[config.mk]
export PLATFORM = sky130hd
export DESIGN_NAME = can_flag_gen
export DESIGN_NICKNAME = d
export VERILOG_FILES = /design/src/rtl/can_flag_pkg.sv /design/src/rtl/flag_bit_counter.sv /design/src/rtl/flag_seq_fsm.sv /design/src/rtl/can_flag_gen.sv
export SDC_FILE = /design/constraint.sdc
export NUM_CORES = 1
export LEC_CHECK = 0
export BUFFER_PORTS_ARGS = -buffer_cell sky130_fd_sc_hd__buf_2
export CORE_MARGIN = 2
export CORE_UTILIZATION = 25
export DETAILED_ROUTE_END_ITERATION = 10
export GPL_TIMING_DRIVEN = 0
export PLACE_DENSITY = 0.51
export SLEW_MARGIN = 25
export SYNTH_ARGS = -nofsm -noshare
export SYNTH_HDL_FRONTEND = slang
export SYNTH_SLANG_ARGS = --single-unit
[constraint.sdc]
create_clock -name clk -period 2.24 [get_ports clk]
set_clock_uncertainty 0.2 [all_clocks]
set_input_delay 0.336 -clock clk [delete_from_list [all_inputs] [get_ports clk]]
set_output_delay 0.336 -clock clk [all_outputs]
set_load 0.01 [all_outputs]
[src/rtl/can_flag_pkg.sv]
package can_flag_pkg;

    typedef enum logic [2:0] {
        ST_IDLE,
        ST_FLAG,
        ST_WAIT,
        ST_DELIM,
        ST_DONE
    } flag_state_t;

    // Bus levels
    localparam logic LVL_DOMINANT  = 1'b0;
    localparam logic LVL_RECESSIVE = 1'b1;

    // Flag level chosen at request time; an error request takes precedence.
    function automatic logic pick_flag_level(input logic err_req,
                                             input logic passive);
        if (err_req && passive)
            return LVL_RECESSIVE;
        return LVL_DOMINANT;
    endfunction

endpackage

[src/rtl/flag_bit_counter.sv]
module flag_bit_counter #(
    parameter int CW    = 4,
    parameter int LIMIT = 8
) (
    input  logic          clk,
    input  logic          rst_n,
    input  logic          clr,
    input  logic          inc,
    output logic [CW-1:0] count
);

    always_ff @(posedge clk or negedge rst_n) begin
        if (!rst_n)
            count <= '0;
        else if (clr)
            count <= '0;
        else if (inc)
            count <= count + CW'(1);
    end

    // Counter never runs past the longest field it measures.
    p_count_bound_r6: assert property (@(posedge clk) disable iff (!rst_n)
        count < CW'(LIMIT))
        else $error("bit counter beyond field length");

endmodule

[src/rtl/flag_seq_fsm.sv]
module flag_seq_fsm
    import can_flag_pkg::*;
#(
    parameter int FLAG_BITS  = 6,
    parameter int DELIM_BITS = 8,
    parameter int CW         = 4
) (
    input  logic          clk,
    input  logic          rst_n,
    input  logic          req_error,
    input  logic          req_overload,
    input  logic          node_passive,
    input  logic          bit_strobe,
    input  logic          rx_bit,
    input  logic [CW-1:0] count,
    output logic          cnt_clr,
    output logic          cnt_inc,
    output logic          tx_bit,
    output logic          seq_busy,
    output logic          seq_done
);

    localparam logic [CW-1:0] FLAG_LAST  = CW'(FLAG_BITS - 1);
    localparam logic [CW-1:0] DELIM_LAST = CW'(DELIM_BITS - 1);
    localparam bit            DELIM_ONE  = (DELIM_BITS == 1);

    flag_state_t state, state_nx;
    logic        flag_lvl;
    logic        any_req;

    assign any_req = req_error | req_overload;

    // State and flag-level register
    always_ff @(posedge clk or negedge rst_n) begin
        if (!rst_n) begin
            state    <= ST_IDLE;
            flag_lvl <= LVL_RECESSIVE;
        end else begin
            state <= state_nx;
            if (state == ST_IDLE && any_req)
                flag_lvl <= pick_flag_level(req_error, node_passive);
        end
    end

    // Next state and counter control
    always_comb begin
        state_nx = state;
        cnt_clr  = 1'b0;
        cnt_inc  = 1'b0;
        unique case (state)
            ST_IDLE: begin
                cnt_clr = 1'b1;
                if (any_req)
                    state_nx = ST_FLAG;
            end
            ST_FLAG: begin
                if (bit_strobe) begin
                    if (count == FLAG_LAST) begin
                        cnt_clr  = 1'b1;
                        state_nx = ST_WAIT;
                    end else begin
                        cnt_inc = 1'b1;
                    end
                end
            end
            ST_WAIT: begin
                if (bit_strobe) begin
                    if (rx_bit == LVL_RECESSIVE) begin
                        if (DELIM_ONE) begin
                            cnt_clr  = 1'b1;
                            state_nx = ST_DONE;
                        end else begin
                            cnt_inc  = 1'b1;
                            state_nx = ST_DELIM;
                        end
                    end else begin
                        cnt_clr = 1'b1;
                    end
                end
            end
            ST_DELIM: begin
                if (bit_strobe) begin
                    if (rx_bit == LVL_DOMINANT) begin
                        cnt_clr  = 1'b1;
                        state_nx = ST_WAIT;
                    end else if (count == DELIM_LAST) begin
                        cnt_clr  = 1'b1;
                        state_nx = ST_DONE;
                    end else begin
                        cnt_inc = 1'b1;
                    end
                end
            end
            ST_DONE: begin
                cnt_clr  = 1'b1;
                state_nx = ST_IDLE;
            end
            default: begin
                cnt_clr  = 1'b1;
                state_nx = ST_IDLE;
            end
        endcase
    end

    // Outputs
    always_comb begin
        tx_bit   = LVL_RECESSIVE;
        seq_busy = 1'b1;
        seq_done = 1'b0;
        unique case (state)
            ST_IDLE:  seq_busy = 1'b0;
            ST_FLAG:  tx_bit   = flag_lvl;
            ST_WAIT:  tx_bit   = LVL_RECESSIVE;
            ST_DELIM: tx_bit   = LVL_RECESSIVE;
            ST_DONE:  seq_done = 1'b1;
            default:  seq_busy = 1'b0;
        endcase
    end

    // no strobe, no movement inside a running field
    p_hold_no_strobe_r10: assert property (@(posedge clk) disable iff (!rst_n)
        (!bit_strobe && (state == ST_FLAG || state == ST_WAIT || state == ST_DELIM))
        |=> $stable(state))
        else $error("state moved without a bit strobe");

    // dominant sample during delimiter returns to the wait state
    p_dom_restart_r7: assert property (@(posedge clk) disable iff (!rst_n)
        (state == ST_DELIM && bit_strobe && !rx_bit) |=> (state == ST_WAIT))
        else $error("dominant bit did not restart delimiter wait");

    // flag level is frozen while the flag is being sent
    p_flag_level_hold_r9: assert property (@(posedge clk) disable iff (!rst_n)
        (state == ST_FLAG) |=> (state != ST_FLAG || $stable(tx_bit)))
        else $error("flag level changed mid-flag");

    // completion only follows a recessive sample on a strobe
    p_done_after_recessive_r6: assert property (@(posedge clk) disable iff (!rst_n)
        (state == ST_DONE) |-> ($past(bit_strobe) && $past(rx_bit)))
        else $error("done without a final recessive sample");

    // waiting state releases the bus
    p_wait_recessive_r5: assert property (@(posedge clk) disable iff (!rst_n)
        (state == ST_WAIT || state == ST_DELIM) |-> tx_bit)
        else $error("bus not released after flag");

endmodule

[src/rtl/can_flag_gen.sv]
module can_flag_gen #(
    parameter int FLAG_BITS  = 6,
    parameter int DELIM_BITS = 8
) (
    input  logic clk,
    input  logic rst_n,
    input  logic req_error,
    input  logic req_overload,
    input  logic node_passive,
    input  logic bit_strobe,
    input  logic rx_bit,
    output logic tx_bit,
    output logic seq_busy,
    output logic seq_done
);

    localparam int LONGEST = (FLAG_BITS > DELIM_BITS) ? FLAG_BITS : DELIM_BITS;
    localparam int CW      = $clog2(LONGEST + 1);

    logic [CW-1:0] count;
    logic          cnt_clr;
    logic          cnt_inc;

    flag_bit_counter #(
        .CW    (CW),
        .LIMIT (LONGEST)
    ) u_cnt (
        .clk   (clk),
        .rst_n (rst_n),
        .clr   (cnt_clr),
        .inc   (cnt_inc),
        .count (count)
    );

    flag_seq_fsm #(
        .FLAG_BITS  (FLAG_BITS),
        .DELIM_BITS (DELIM_BITS),
        .CW         (CW)
    ) u_fsm (
        .clk          (clk),
        .rst_n        (rst_n),
        .req_error    (req_error),
        .req_overload (req_overload),
        .node_passive (node_passive),
        .bit_strobe   (bit_strobe),
        .rx_bit       (rx_bit),
        .count        (count),
        .cnt_clr      (cnt_clr),
        .cnt_inc      (cnt_inc),
        .tx_bit       (tx_bit),
        .seq_busy     (seq_busy),
        .seq_done     (seq_done)
    );

    // idle node never drives dominant
    p_idle_recessive_r1: assert property (@(posedge clk) disable iff (!rst_n)
        !seq_busy |-> (tx_bit && !seq_done))
        else $error("idle node not recessive");

    // done is a single pulse followed by idle
    p_done_pulse_r8: assert property (@(posedge clk) disable iff (!rst_n)
        seq_done |=> (!seq_done && !seq_busy))
        else $error("done pulse too long or block not idle");

endmodule

# After elaboration in Yosys (flattened, before gate mapping)
# Cells that the tools add are included.
[word_totals]
ff_bits = 8
inputBits = 7
output_inout_bits = 3
elab_cells = 58
[op_classes]
n_addsub = 1
n_eq_ne = 13
mux = 34
bitwise = 1
reduce_logical = 6
[ops]
columns = ["cell", "count"]
rows = [
  ["$mux 3", 8],
  ["$mux 1", 21],
  ["$pmux 3 s4", 1],
  ["$eq 4x3->1 const B", 2],
  ["$mux 4", 2],
  ["$ne 2x2->1 const B", 4],
  ["$reduce_and 7->1", 1],
  ["$eq 3x2->1 const B", 2],
  ["$pmux 1 s3", 2],
  ["$add 4x1->4 const B", 1],
  ["$ne 2x1->1 const B", 2],
  ["$reduce_or 4->1", 1],
  ["$eq 3x1->1 const B", 1],
  ["$eq 3x3->1 const B", 1],
  ["$logic_not 3->1", 1],
  ["$ne 3x2->1 const B", 1],
  ["$logic_and 1x1->1", 2],
  ["$reduce_bool 2->1", 1],
  ["$or 1x1->1", 1],
]

# Longest topological paths before layout
# Gate-level depths: netlist of the first run.
[depth]
word_depth = 7
ltp_mapped = 6

# Modules after synthesis
# A second synthesis of the first run with hierarchy kept.
[unflattened]
cells_unflattened = 55
hier_area_um2 = 535.5
[by_module_without_submodules]
columns = ["mod", "n_inst", "cells_per_inst", "area_per_inst_um2", "seq_area_each_um2"]
rows = [
  ["flag_seq_fsm", 1, 39, 342.8, 101.3],
  ["flag_bit_counter", 1, 16, 192.7, 100.1],
]

# Least setup slack after synthesis of the first run
# Ideal clock, no wire load.
[synth_path]
kind = "reg2reg"
start = "register u_cnt.count[0]"
end = "register u_fsm.state[0]"
setup_ns = 0.125
t_arrival_ns = 1.358
t_required_ns = 1.915
path_slack_ns = 0.557
path_stages_with_launch = 6
n_path_buf = 0
cell_sequence = "dfrtp_1 -> ha_1 -> and3b_1 -> a2bb2oi_2 -> nand2_2 -> mux2_4"
[synth_via]
elab_chain_len = 3
word_cells_on_any_way = 5
[synth_lines]
columns = ["element", "line", "rtl"]
rows = [
  ["start: declaration", "flag_bit_counter.sv:9", "output logic [CW-1:0] count"],
  ["start signal: assignment", "flag_bit_counter.sv:18", "count <= count + CW'(1);"],
  ["$eq 4x3->1, on equally long branches", "flag_seq_fsm.sv:86, flag_seq_fsm.sv:58", ""],
  ["$ne 3x2->1 (no source line) or $ne 2x1->1 (tied branches)", "-", ""],
  ["$reduce_and 7->1 (no source line) *", "-", ""],
  ["end signal: assignment", "flag_seq_fsm.sv:39", "state <= state_nx;"],
  ["end: declaration", "flag_seq_fsm.sv:27", "flag_state_t state, state_nx;"],
]
# Mark *: on every way between the ends. The rest lies on a longest branch, timed or not.
# A chain may end at the register's enable or synchronous reset.

# Final worst setup path of the first run
[layout_path]
start = "register u_fsm.state[2]"
end = "output port tx_bit"
[layout_via]
elab_chain_len = 2
[layout_lines]
columns = ["element", "line", "rtl"]
rows = [
  ["$eq 3x1->1", "flag_seq_fsm.sv:110", "unique case (state)"],
  ["$mux 1", "flag_seq_fsm.sv:110", ""],
  ["end: declaration", "can_flag_gen.sv:12", "output logic tx_bit,"],
]
# No other way between the ends.

==> results of run 1 <==
-- final timing paths --
path                                start        endpoint  slack (ns)
setup reg to reg           u_fsm.state[1]  u_fsm.state[0]        0.44
hold / removal               node_passive  u_fsm.flag_lvl        0.16
hold reg to reg            u_cnt.count[1]  u_cnt.count[1]        0.37
min in group asynchronous           rst_n  u_cnt.count[1]        0.24
max in group asynchronous           rst_n  u_fsm.flag_lvl        1.35
setup / recovery           u_fsm.state[2]          tx_bit        0.36
-- report_power, final --
| part | leakage, nW | switching (mW) | internal, mW |
|---|---|---|---|
| sequential | 0.101 | 0.0434 | 0.202 |
| combinational | 0.175 | 0.231 | 0.205 |
| clock | 0.0150 | 0.0447 | 0.0678 |
| total | 0.290 | 0.319 | 0.474 |
-- cell families (layout without fill, tap and decap cells) --
group,after synthesis,count (layout)
fa+ha+maj,2,2
buf+inv,6,20
flops,8,8
compound gates,18,18
simple gates,24,24
xor+xnor,2,2
mux,1,1
-- layout make-up --
cell class                      instances  area [um^2]  share of cell area (%)
Tap cell                               28         35.0                    5.04
Clock buffer                            4         26.3                    3.78
Buffer                                  3         20.0                    2.88
Sequential cell                         8          201                    29.0
Timing Repair Buffer                   10         55.1                    7.91
Inverter                                3         11.3                    1.62
Multi-Input combinational cell         47          347                    49.8
-- per-layer routing --
layer | wire length [um] | part of all wire (%)
met2 | 489 | 44
met4 | 31 | 2.8
met5 | 0 | 0
met3 | 42 | 3.8
met1 | 536 | 49
-- state kept, by name (all words and copies together), names as in the netlist --
| register | count |
|---|---|
| u_cnt.count | 4 |
| u_fsm.flag_lvl | 1 |
| u_fsm.state | 3 |
-- worst max-delay path: stages, from the launching register on --
cell and delay, ns:
dfrtp_1 0.38, clkbuf_4 0.18, nor3b_1 0.31, nand2b_1 0.08
buf_2 0.14
-- cell usage in the layout (no fill, tap or decap), types with 2 or more instances in the layout --
cell,Yosys,layout
a31oi_1,2,2
nor2_1,5,5
nand4b_1,2,2
nand2b_1,2,2
buf_2,1,10
a21oi_1,5,5
nor3_1,3,3
clkbuf_4,1,4
or3_1,2,2
dfrtp_1,7,7
o21ai_0,4,4
inv_1,3,3
ha_1,2,2
-- repair_timing --
| item | CTS | global route |
|---|---|---|
| hold buffers | 1 | 0 |
| setup endpoints to repair | 0 | 0 |
| endpoints found under the hold margin | 8 | 0 |
==> impl_metrics.py, run 1 <==
metrics = {
    "placed_design": {
        "numPortBuffers": 9,
        "place_area_um2": 659,
        "gp_congestion": 0.701,
        "placed_cells": 98,
        "dpl.hpwl_um": 878,
        "post-place-ws_ns": 0.441,
    },
    "detailed_routing": {
        "drc": 0,
        "drtAntennaViolNets": 0,
        "viasPerCell": 4.79,
        "vias": 493,
        "wl_per_cell_um": 10.7,
        "finalWirelength_um": 1100,
        "dr.pass1.iters": 2,
        "drt_first_iter_violations": 3,
    },
    "yosys": {
        "synth_area_leaders": "dfrtp_1 (30%), dfstp_2 (4.5%), a21oi_1 (4.3%), ha_1 (4.3%), o21ai_0 (3.5%)",
        "ys_seq_area_share_pct": 34.8,
        "synth_simple_gate_area_share_pct": 26.1,
        "synthAdderAreaFrac_pct": 4.32,
        "synth_top_family_by_area": "simple AND/OR/NAND/NOR gates",
        "synth_top_area_share_pct": 30.2,
        "yosysWarningCount": 0,
        "synthFlopType": "dfrtp_1",
        "yosys.area.top_type": "dfrtp_1",
        "yosys_register_bits": 8,
        "async_flop_share_pct": 100,
        "synth_commonest_cells": "dfrtp_1 (7), a21oi_1 (5), nor2_1 (5)",
        "syn-cell-area_um2": 579,
        "yosysMostFrequentCell": "dfrtp_1",
        "syn_avg_cell_area_um2": 9.50,
        "synth_compound_area_share_pct": 23.8,
        "synth_edf_count": 0,
        "synthDistinctLibCells": 35,
        "synth_fp_nets": 70,
        "syn_inst": 61,
        "synth_mux_area_share_pct": 2.59,
        "synth_xor_area_share_pct": 3.02,
    },
    "global_routing": {
        "grt.met1_usage_pct": 13.5,
        "overflow": 0,
        "busiest_layer": "met2",
        "grt_pass1_vias": 446,
        "antenna_found_initial": 0,
        "grtUsageTotal_pct": 10.4,
        "grt_start_max_net_pins": 11,
        "use_met2_pct": 14.6,
        "grt_pass1_wl_um": 1970,
        "grt.met3_usage_pct": 2.59,
    },
    "timing": {
        "rsz0062_at_grt": "no",
        "fmax_mhz": 532,
        "max_slew_margin_pct": 75.4,
        "finalHoldViolations": 0,
        "setup_tns_ns": 0,
        "fin_crit_sh_pct": 83.9,
        "finalCriticalPeriod_ns": 1.88,
        "setup_violations": 0,
        "hold_slack_ns": 0.164,
        "setup_slack_ns": 0.361,
        "slew_violations": 0,
        "worst_slew_pin_slew_ns": 0.367,
    },
    "pwr": {
        "vdd_ir_drop_max_v": 0.000367,
        "power_density_nw_per_um2": 1140,
        "p_leak_nw": 0.290,
        "finalPower_mw": 0.794,
    },
    "run": {
        "maxCapViolCount": 0,
    },
    "layout": {
        "fin_util_pct": 31.8,
        "area_growth_pct": 20.1,
        "fin_area_um2": 696,
        "drive_gt1_share_pct": 32.0,
        "nets": 85,
        "diodes": 0,
        "fill_cells": 231,
        "finalNonFillerCells": 103,
    },
    "clock_tree": {
        "cts_max_level": 1,
        "post_cts_resized": 0,
        "cts_buffers": 3,
        "ctsLongestPathBuffers": 2,
        "cts-root-buf": "clkbuf_4",
        "post_cts_buffers": 0,
        "cts.clk_slew.worst_paths_ns": 0.06,
        "clkLatencyLatePin_ns": 0.25,
        "clock-sinks": 8,
        "cts_tree": "yes",
    },
    "floorplan": {
        "die_h_um": 52.1,
        "num_rows": 17,
        "die_w_um": 52.1,
        "start_util_pct": 26.4,
        "core_area_um2": 2190,
        "io_pins": 10,
        "die-area_um2": 2720,
    },
    "setup_path": {
        "required_ns": 1.70,
        "r2r_cells": 5,
        "start_kind": "flop",
        "worst_setup_path_end_kind": "output pin",
        "crit_type": "reg -> out",
        "arrival_ns": 1.34,
        "critPathMaxFanout": 10,
    },
    "hold_path": {
        "hold_path_depth": 2,
        "hp-class": "in -> reg",
    },
    "run_status": {
        "outcome": "complete, no violations",
    },
}
Power figures use the tool's default switching activity.
==> inputs of run 2 (changes only) <==
--- a/config.mk
+++ b/config.mk
@@ -5,6 +5,7 @@
 export SDC_FILE = /design/constraint.sdc
 export NUM_CORES = 1
 export LEC_CHECK = 0
+export ABC_AREA = 1
 export BUFFER_PORTS_ARGS = -buffer_cell sky130_fd_sc_hd__buf_2
 export CORE_MARGIN = 2
 export CORE_UTILIZATION = 25
==> constraint.sdc (replaced) <==
create_clock -name clk -period 1.8 [get_ports clk]
set_clock_uncertainty 0.2 [all_clocks]
set_input_delay 0.27 -clock clk [delete_from_list [all_inputs] [get_ports clk]]
set_output_delay 0.27 -clock clk [all_outputs]
set_load 0.01 [all_outputs]
==> run 2 against run 1 <==
  * Register-to-register slack got worse by 0.18 ns
  * Sequential share of layout area decreased by 2.7 points
  * Critical path depth increased by 1
  * Sequential cell count unchanged
  * Sequential power increased by 35%
  * Cell area increased by 11%
  * Synthesized cell count increased by 31%
  * Worst setup slack got worse by 0.30 ns
  * Synthesized area increased by 3.2%
  * Global-route usage increased by 1.4 points
  * Via count increased by 14%
  * Critical path type unchanged
==> impl_metrics.py, run 2 <==
metrics = {
    "run_status": {
        "outcome": "complete, no violations",
    },
    "placed_design": {
        "gp_congestion": 0.796,
        "dpl.hpwl_um": 949,
        "place_area_um2": 678,
        "numPortBuffers": 9,
        "post-place-ws_ns": 0.213,
    },
    "global_routing": {
        "overflow": 0,
        "antenna_found_initial": 0,
        "grtUsageTotal_pct": 11.8,
        "grt_start_max_net_pins": 9,
        "grt_pass1_wl_um": 2260,
        "grt_pass1_vias": 510,
    },
    "detailed_routing": {
        "viasPerCell": 4.43,
        "drtAntennaViolNets": 0,
        "vias": 563,
        "wl_per_cell_um": 9.91,
        "drt_first_iter_violations": 3,
        "dr.pass1.iters": 2,
        "finalWirelength_um": 1260,
        "drc": 0,
    },
    "clock_tree": {
        "cts_max_level": 1,
        "cts_tree": "yes",
        "cts-root-buf": "clkbuf_4",
        "clkLatencyLatePin_ns": 0.25,
        "ctsLongestPathBuffers": 2,
        "cts.clk_slew.worst_paths_ns": 0.06,
        "clock-sinks": 8,
        "cts_buffers": 3,
    },
    "setup_path": {
        "crit_type": "reg -> out",
        "required_ns": 1.33,
        "critPathMaxFanout": 5,
        "worst_setup_path_end_kind": "output pin",
        "start_kind": "flop",
        "arrival_ns": 1.27,
    },
    "floorplan": {
        "io_pins": 10,
        "die_w_um": 52.9,
        "start_util_pct": 26.8,
        "die_h_um": 52.9,
        "die-area_um2": 2800,
        "num_rows": 17,
        "core_area_um2": 2230,
    },
    "layout": {
        "max_flop_register": "u_cnt.count",
        "final_common_cell": "nand2_1",
        "diodes": 0,
        "area_growth_pct": 29.1,
        "nets": 109,
        "largest_reg_flops": 4,
        "reg_top3": "u_cnt.count x4, u_fsm.state x3, u_fsm.flag_lvl x1",
        "fin_area_um2": 772,
        "mostFrequentLayoutCells": "nand2_1 (21), inv_1 (13), buf_2 (8), nand4_1 (6), dfrtp_1 (6)",
        "drive_gt1_share_pct": 34.3,
    },
    "yosys": {
        "async_flop_share_pct": 100,
        "syn_inst": 80,
        "synth_top_area_share_pct": 29.3,
        "syn_avg_cell_area_um2": 7.48,
        "yosysMostFrequentCell": "nand2_1",
        "synth_fp_nets": 89,
        "synth_area_leaders": "dfrtp_1 (29%), nand2_1 (13%), inv_1 (8.2%), nand4_1 (6.3%), dfstp_2 (4.4%)",
        "ys_seq_area_share_pct": 33.7,
        "synth_commonest_cells": "nand2_1 (21), inv_1 (13), dfrtp_1 (7)",
        "synth_edf_count": 0,
        "yosysWarningCount": 0,
        "synthDistinctLibCells": 24,
        "yosys_register_bits": 8,
        "syn-cell-area_um2": 598,
        "synthFlopType": "dfrtp_1",
        "yosys.area.top_type": "dfrtp_1",
    },
    "timing": {
        "finalCriticalPeriod_ns": 1.74,
        "fmax_mhz": 574,
        "finalHoldViolations": 0,
        "setup_violations": 0,
        "setup_slack_ns": 0.0576,
        "setup_tns_ns": 0,
        "worst_slew_pin_slew_ns": 0.231,
        "max_slew_margin_pct": 84.6,
        "rsz0062_at_grt": "no",
        "slew_violations": 0,
        "hold_slack_ns": 0.0633,
        "fin_crit_sh_pct": 96.8,
    },
    "hold_path": {
        "hp-class": "in -> reg",
    },
    "pwr": {
        "p_leak_nw": 0.414,
        "vdd_ir_drop_max_v": 0.000591,
        "power_density_nw_per_um2": 1620,
        "finalPower_mw": 1.25,
    },
    "run": {
        "maxCapViolCount": 0,
    },
}
-- run 2: repair_timing --
item,CTS,global route
gates resized for setup,4,1
setup endpoints to repair,1,2
pin swaps,1,0
hold buffers,1,0
hold endpoints to repair,8,0
buffers inserted,5,0
-- run 2: cell type report --
| type | instances | area (um^2) |
|---|---|---|
| buffer | 1 | 11.3 |
| clock buffer | 4 | 26.3 |
| fill | 252 | 1460 |
| inverter | 14 | 52.6 |
| multi-input combinational | 57 | 345 |
| sequential | 8 | 203 |
| tap | 28 | 35.0 |
| timing repair buffer | 15 | 98.8 |
-- run 2: cell families (layout without fill, tap and decap cells) --
logic type | Yosys count | after routing | synth area share (%)
flops | 8 | 8 | 33.7
simple gates | 49 | 49 | 45.4
compound gates | 5 | 5 | 4.60
fa+ha+maj | 2 | 2 | 4.18
buf+inv | 15 | 34 | 10.7
xor+xnor | 1 | 1 | 1.46
-- run 2: path summary, 6_finish.rpt --
check                                    start              to  slack [ns]  cells after the start
worst min-delay path              node_passive  u_fsm.flag_lvl        0.06                      3
min in group asynchronous                rst_n  u_cnt.count[0]        0.19                      2
max in group asynchronous                rst_n  u_fsm.flag_lvl        0.96                      2
worst max register to register  u_fsm.state[0]  u_fsm.state[0]        0.26                      8
worst min register to register  u_fsm.flag_lvl  u_fsm.flag_lvl        0.31                      2
worst max-delay path            u_fsm.state[1]        seq_busy        0.06                      5
-- run 2: power breakdown --
part	leakage (nW)	switching (mW)	total (mW)	internal, mW
registers	0.101	0.0724	0.330	0.257
logic	0.298	0.425	0.772	0.346
clock network	0.0150	0.0649	0.150	0.0851
total	0.414	0.563	1.25	0.689
-- run 2: layer usage --
layer  part of all wire (%)  up-vias  global-route usage [%]
li1                       -      297                       -
met1                     47      257                    13.2
met2                     47        7                    18.8
met3                    3.7        2                    5.08
met4                    1.5        0                    6.41
met5                      0        -                       0
-- run 2: per-stage QoR --
stage               cells  util, %
floorplan              80        -
global placement      117     30.4
detailed placement    117     30.4
CTS                   127     34.3
global route          127     34.6
finish                127     34.6
-- run 2: critical path, cell delays in order, from the launching register on --
cell and delay, ns:
dfrtp_1 0.37, buf_6 0.13, nor2_4 0.09, nor2_2 0.06, or2_4 0.25, buf_6 0.12
